**config.mk**
```make
export PLATFORM = sky130hd
export DESIGN_NAME = cmp_out_unit
export DESIGN_NICKNAME = d
export VERILOG_FILES = /design/src/rtl/cmp_out_pkg.sv /design/src/rtl/cmp_mode_latch.sv /design/src/rtl/cmp_wave_ff.sv /design/src/rtl/cmp_pin_mux.sv /design/src/rtl/cmp_out_unit.sv
export SDC_FILE = /design/constraint.sdc
export NUM_CORES = 1
export LEC_CHECK = 0
export BUFFER_PORTS_ARGS = -buffer_cell sky130_fd_sc_hd__clkbuf_2
export CORE_AREA = 2 2 39 41
export CTS_CLUSTER_DIAMETER = 150
export DETAILED_ROUTE_END_ITERATION = 6
export DIE_AREA = 0 0 41 43
export SYNTH_ARGS = -nofsm -noshare
export SYNTH_HDL_FRONTEND = slang
export SYNTH_HIERARCHICAL = 1
export SYNTH_SLANG_ARGS = --single-unit
```
**constraint.sdc**
```tcl
create_clock -name clk -period 1.84 [get_ports clk]
set_clock_uncertainty 0.1 [all_clocks]
set_input_delay 0.092 -clock clk [delete_from_list [all_inputs] [get_ports clk]]
set_output_delay 0.092 -clock clk [all_outputs]
set_load 0.1 [all_outputs]
```
**src/rtl/cmp_out_pkg.sv**
```systemverilog
package cmp_out_pkg;

    localparam int MODE_W = 2;

    typedef enum logic [MODE_W-1:0] {
        ACT_KEEP   = 2'b00,
        ACT_INVERT = 2'b01,
        ACT_LOW    = 2'b10,
        ACT_HIGH   = 2'b11
    } cmp_act_e;

    typedef struct packed {
        logic     fire;
        cmp_act_e act;
    } cmp_req_t;

    function automatic logic next_wave(input cmp_act_e act, input logic cur);
        case (act)
            ACT_INVERT: return ~cur;
            ACT_LOW:    return 1'b0;
            ACT_HIGH:   return 1'b1;
            default:    return cur;
        endcase
    endfunction

endpackage

```
**src/rtl/cmp_mode_latch.sv**
```systemverilog
module cmp_mode_latch
    import cmp_out_pkg::*;
(
    input  logic     clk,
    input  logic     rst,
    input  logic     take,
    input  cmp_act_e new_act,
    output cmp_act_e eff_act
);

    always_ff @(posedge clk) begin
        if (rst)
            eff_act <= ACT_KEEP;
        else if (take)
            eff_act <= new_act;
    end

    // without a take pulse the effective action never moves
    p_eff_hold_r5: assert property (@(posedge clk) disable iff (rst)
        !take |=> $stable(eff_act));

endmodule

```
**src/rtl/cmp_wave_ff.sv**
```systemverilog
module cmp_wave_ff
    import cmp_out_pkg::*;
(
    input  logic     clk,
    input  logic     rst,
    input  cmp_req_t req,
    input  logic     load,
    input  logic     load_val,
    output logic     wave
);

    always_ff @(posedge clk) begin
        if (rst)
            wave <= 1'b0;
        else if (load)
            wave <= load_val;
        else if (req.fire)
            wave <= next_wave(req.act, wave);
    end

    p_keep_r4: assert property (@(posedge clk) disable iff (rst)
        (req.fire && req.act == ACT_KEEP && !load) |=> $stable(wave));

    p_invert_r4: assert property (@(posedge clk) disable iff (rst)
        (req.fire && req.act == ACT_INVERT && !load) |=> (wave != $past(wave)));

    p_load_r9: assert property (@(posedge clk) disable iff (rst)
        load |=> (wave == $past(load_val)));

endmodule

```
**src/rtl/cmp_pin_mux.sv**
```systemverilog
module cmp_pin_mux
    import cmp_out_pkg::*;
(
    input  cmp_act_e eff_act,
    input  logic     wave,
    input  logic     port_data,
    input  logic     port_dir,
    output logic     pin_out,
    output logic     pin_oe
);

    logic override;

    always_comb begin
        override = (eff_act != ACT_KEEP);
        pin_out  = override ? wave : port_data;
        pin_oe   = port_dir;
    end

endmodule

```
**src/rtl/cmp_out_unit.sv**
```systemverilog
module cmp_out_unit
    import cmp_out_pkg::*;
(
    input  logic             clk,
    input  logic             rst,
    input  logic [MODE_W-1:0] cfg_mode,
    input  logic             pwm_en,
    input  logic             cmp_match,
    input  logic             force_strobe,
    input  logic             wave_load,
    input  logic             wave_load_val,
    input  logic             port_data,
    input  logic             port_dir,
    output logic             pin_out,
    output logic             pin_oe,
    output logic             wave_bit
);

    cmp_act_e cfg_act;
    cmp_act_e eff_act;
    cmp_req_t req;
    logic     force_ok;
    logic     take;

    always_comb begin
        cfg_act  = cmp_act_e'(cfg_mode);
        force_ok = force_strobe && !pwm_en;
        take     = cmp_match || force_ok;
        req.fire = (cmp_match && !pwm_en) || force_ok;
        req.act  = cfg_act;
    end

    cmp_mode_latch u_latch (
        .clk     (clk),
        .rst     (rst),
        .take    (take),
        .new_act (cfg_act),
        .eff_act (eff_act)
    );

    cmp_wave_ff u_wave (
        .clk      (clk),
        .rst      (rst),
        .req      (req),
        .load     (wave_load),
        .load_val (wave_load_val),
        .wave     (wave_bit)
    );

    cmp_pin_mux u_mux (
        .eff_act   (eff_act),
        .wave      (wave_bit),
        .port_data (port_data),
        .port_dir  (port_dir),
        .pin_out   (pin_out),
        .pin_oe    (pin_oe)
    );

    // a force during PWM leaves the waveform alone
    p_force_pwm_r7: assert property (@(posedge clk) disable iff (rst)
        (force_strobe && pwm_en && !cmp_match && !wave_load) |=> $stable(wave_bit));

    // a match during PWM leaves the waveform alone
    p_match_pwm_r10: assert property (@(posedge clk) disable iff (rst)
        (cmp_match && pwm_en && !wave_load) |=> $stable(wave_bit));

    // the cycle after reset starts from a low waveform bit
    p_reset_low_r1: assert property (@(posedge clk)
        $past(rst) |-> !wave_bit);

endmodule

```
# --- Word level (Yosys, flattened, before mapping) ---
# Index checks and enable logic that the tools add are counted.
word_totals:
  wordCells: 19
  inputBits: 11
  ff_bits: 3
  output_inout_bits: 3
classes:
  muxes: 4
  bitwise_logic: 1
  n_reduce_logical: 9
  n_eq_ne: 3
ops:
  columns: ["op", "n"]
  rows:
  - ["2-bit == test, second input constant", 2]
  - ["2-bit nonzero test", 2]
  - ["4-bit nonzero test", 1]
  - ["1-bit 2-to-1 mux", 3]
  - ["1-bit one-hot mux with 3 select lines", 1]
  - ["2-bit by 1-bit == test with 1-bit output, second input constant", 1]
  - ["1-bit logical AND", 2]
  - ["1-bit logical OR", 2]
  - ["2-bit AND reduction", 1]
  - ["1-bit zero test", 1]
  - ["1-bit inverter", 1]

# --- Longest topological paths before layout ---
depth:
  ltp_word: 5
  mapped_depth: 5
  ltp_nobuf: 5

# --- Cells and area by module ---
# Netlist, hierarchy kept.
by_module_without_submodules:
  columns: ["mod", "instances", "cells_each", "area_each_um2"]
  rows:
  - ["cmp_wave_ff", 1, 10, 77.6]
  - ["cmp_mode_latch", 1, 6, 67.6]
  - ["cmp_pin_mux", 1, 3, 22.5]
  - ["cmp_out_unit", 1, 4, 18.8]

# --- Worst setup path before layout ---
# No wires, ideal clock.
synth_path:
  path_kind: "reg2out"
  start: "register u_wave.wave"
  end: "output pin_out"
  path_stages_with_launch: 2
  required_time_ns: 1.648
  n_path_buf: 0
  setup_slack_ns: -0.140
  arrival_time_ns: 1.788
  cell_sequence: "dfxtp_1 mux2_1"
synth_via:
  elab_chain_len: 1
synth_rtl:
  columns: ["item", "line_no", "source"]
  rows:
  - ["start, declared", "cmp_wave_ff.sv:9", "output logic wave"]
  - ["start signal, assigned", "cmp_wave_ff.sv:16", "wave <= load_val;"]
  - ["start signal, assigned", "cmp_wave_ff.sv:18", "wave <= next_wave(req.act, wave);"]
  - ["1-bit 2-to-1 mux", "cmp_pin_mux.sv:16", "pin_out = override ? wave : port_data;"]
  - ["end, declared", "cmp_out_unit.sv:14", "output logic pin_out,"]
# Every way passes these cells.

# --- Worst setup path in the final report ---
layout_path:
  start: "register u_latch.eff_act[1]"
  end: "output pin_out"
layout_via:
  elab_chain_len: 2
layout_rtl:
  columns: ["item", "line_no", "source"]
  rows:
  - ["start, declared", "cmp_mode_latch.sv:8", "output cmp_act_e eff_act"]
  - ["start signal, assigned", "cmp_mode_latch.sv:15", "eff_act <= new_act;"]
  - ["2-bit nonzero test", "cmp_pin_mux.sv:15", "override = (eff_act != ACT_KEEP);"]
  - ["1-bit 2-to-1 mux", "cmp_pin_mux.sv:16", null]
# Every way passes these cells.

==> results.md <==
* Yosys Warn Count at 6
* Worst-path maximum fanout at 2
* Vias in the first global route at 197
* Worst-Margin Slew at 0.539 ns
* Net Sw Power at 0.0000849 W
* Critical path launch point type: register
* First-pass GRT wire length at 621 um
* HP Class: input pin to register
* Layout cell share with drive strength beyond 1 at 39.5%
* Core area at 1380 um2
* Grt ovf at 0
* Drt first pass iters at 4
* Switch share at 32.7%
* # port buffers at 11
* Sequential share of power at 28.2%
* Routability Congestion at ~0.54
* Register area share after synthesis at between 30% and 40%
* Gr usage total at 6.04%
* Mean Syn Cell Area at 8.11 um2
* Final Setup Violations at 0
* Fin crit share at between 80 and 90%
* Routed Antenna Nets at 0
* Cell row count at 14
* Clock group share of total power at 44.4%
* Via Count at 205
* DR iter-0 viols at 5
* Max-slew violations at 0
* Rel. slew slack at 64.2%
* Sink Count at 3
* # Max-Cap Violations at 0
* Initial antenna violation count at 0
* Crit path capture type: output port
* Die height at 43 um
* Residual DRC at 0
* Maximum VDD drop at 0.172 mV
* Final setup TNS at 0 ns
* CTS Buf Count at 3
* WP data arrival at 1.33 ns
* Cell Pwr Density at roughly 900 nW/um2
* Fin util at 21.0%
* Synthesized instance count at 23
* FF+latch count, synth at 3
* Post-Route WL at 440 um
* Multiplexer share of the synthesized area at 16.8%
* Fmax at 658 MHz
* # H-tree levels at 1
* Leading cell types in the layout, fill and taps excluded: clkbuf_2 (11), nor2_1 (6), inv_1 (3), clkbuf_4 (3), dfxtp_1 (3)
* Vias/cell at 3.80
* Synthesized area at 186 um2
* Area grow syn2layout at 55.7%
* CTS Root Cell: clkbuf_4
* Routed len/inst at 8.15 um
* Die area at roughly 1800 um2
* RSZ-0062 raised after global routing: false
* Syn_nets at 35
* Synth Area in Adders at under 10%
* Status: finished clean
* Netlist cell types at 13
* Tmin final at about 1.5 ns
* P_leak at 0.157 nW
* Max incr delay on CP at 0.37 ns
* Dpl hpwl at 350 um
* P_int at 0.000174 W
* Type of the worst setup path: register to output port
* CP max stage cell: clkbuf_2
* Layout Nets at slightly above 50
* Logic gate share of total power at a little over a quarter
* Cell breakdown of the critical path: nor2_1 -> mux2_2 -> clkbuf_2
* Most common library cell in the layout ignoring fill and taps: clkbuf_2
* Register clock-pin slew on the reported worst setup and hold paths at about 0.040 ns
* IO Pins at 14
* Req. time, crit path at around 1.7 ns
* Diode count at 0
* Fin Hold WS at 0.0173 ns
* Starting Density at between 10% and 20%
* Clock Latency Late Sink at 0.23 ns
* Final Hold Fails at 0
* CTS tree: yes
* Post-Synth XOR/XNOR Area at 0%
* Die width at 41 um
* Main combinational cell family by area after synthesis: compound AO/OA/AOI/OAI gates
* Pin count of the biggest net entering global routing at 5
* Max Buffers Root-to-Sink at 2
* Post-synthesis simple-gate area fraction at between 10% and 20%
* Post-synthesis compound-gate area fraction at 18.8%
## worst paths after layout
check | depth (start not counted) | slack (ns) | end | start
worst max-delay path | 3 | 0.32 | pin_out | u_latch/eff_act[1]
worst min-delay path | 3 | 0.02 | u_wave/wave | wave_load_val
worst max register to register | 2 | 0.85 | u_wave/wave | u_wave/wave
worst min register to register | 2 | 0.40 | u_latch/eff_act[1] | u_latch/eff_act[1]
## stage by stage
stage	instances	cell area, um2	power (W)	setup slack, ns
6_report	54	290	0.000259	0.320
4_1_cts	54	290	0.000267	0.302
2_1_floorplan	23	186	0.000135	0.0322
3_5_place_dp	49	254	0.000144	0.558
3_3_place_gp	49	254	0.000143	0.556
5_1_grt	54	290	0.000276	0.281
## cell type report
cell class,count,area [um2]
fill,158,1090
timing repair buffer,12,65.1
tap,16,20.0
sequential,3,60.1
clock buffer,4,26.3
multi-input combinational,16,108
inverter,3,11.3
## synthesized netlist by cell type (all sizes together)
cell type  n  area, um2
and2       1       6.26
buf        1       7.51
mux2i      2       20.0
a311oi     1       8.76
inv        3       11.3
a211o      1       8.76
nor2       6       22.5
a21o       1       7.51
dfxtp      3       60.1
mux2       1       11.3
ha         1       12.5
o21ai      2       10.0
## routing by layer
| metal | part of all wire, % | vias to the layer above | GRT usage (%) |
|---|---|---|---|
| li1 | - | 108 | - |
| met1 | 37 | 87 | 4.53 |
| met2 | 47 | 10 | 8.75 |
| met3 | 16 | 0 | 3.14 |
| met4 | 0 | 0 | 8.00 |
| met5 | 0 | - | 0 |
## power by group through the flow
stage	Sequential (W)	Combinational (W)	Clock (W)
after floorplan	0.0000864	0.0000485	0
after global placement	0.0000741	0.0000689	0
after detailed placement	0.0000742	0.0000694	0
after CTS	0.0000731	0.0000715	0.000122
after global routing	0.0000735	0.0000764	0.000126
final	0.0000731	0.0000710	0.000115
## worst max-delay path, delay by kind of cell, from the launching register on
family	cells	cell delay [ns]
mux	1	0.33
flops	1	0.30
simple gates	1	0.10
buf+inv	1	0.37
## registers in the layout, summed over array words and instances, names as in the netlist
register,count
u_latch/eff_act,2
u_wave/wave,1
## cell families after synthesis
family	count (synthesis)
multiplexers	3
AO/OA/AOI/OAI	5
AND/OR/NAND/NOR	7
flip-flops	3
adder cells (fa/ha/maj)	1
buffers and inverters	4
## timing repair
item,CTS,global route
gates resized for setup,0,0
hold buffers,1,0
buffers inserted,0,0
hold endpoints to repair,3,0
Power figures use the tool's default switching activity.
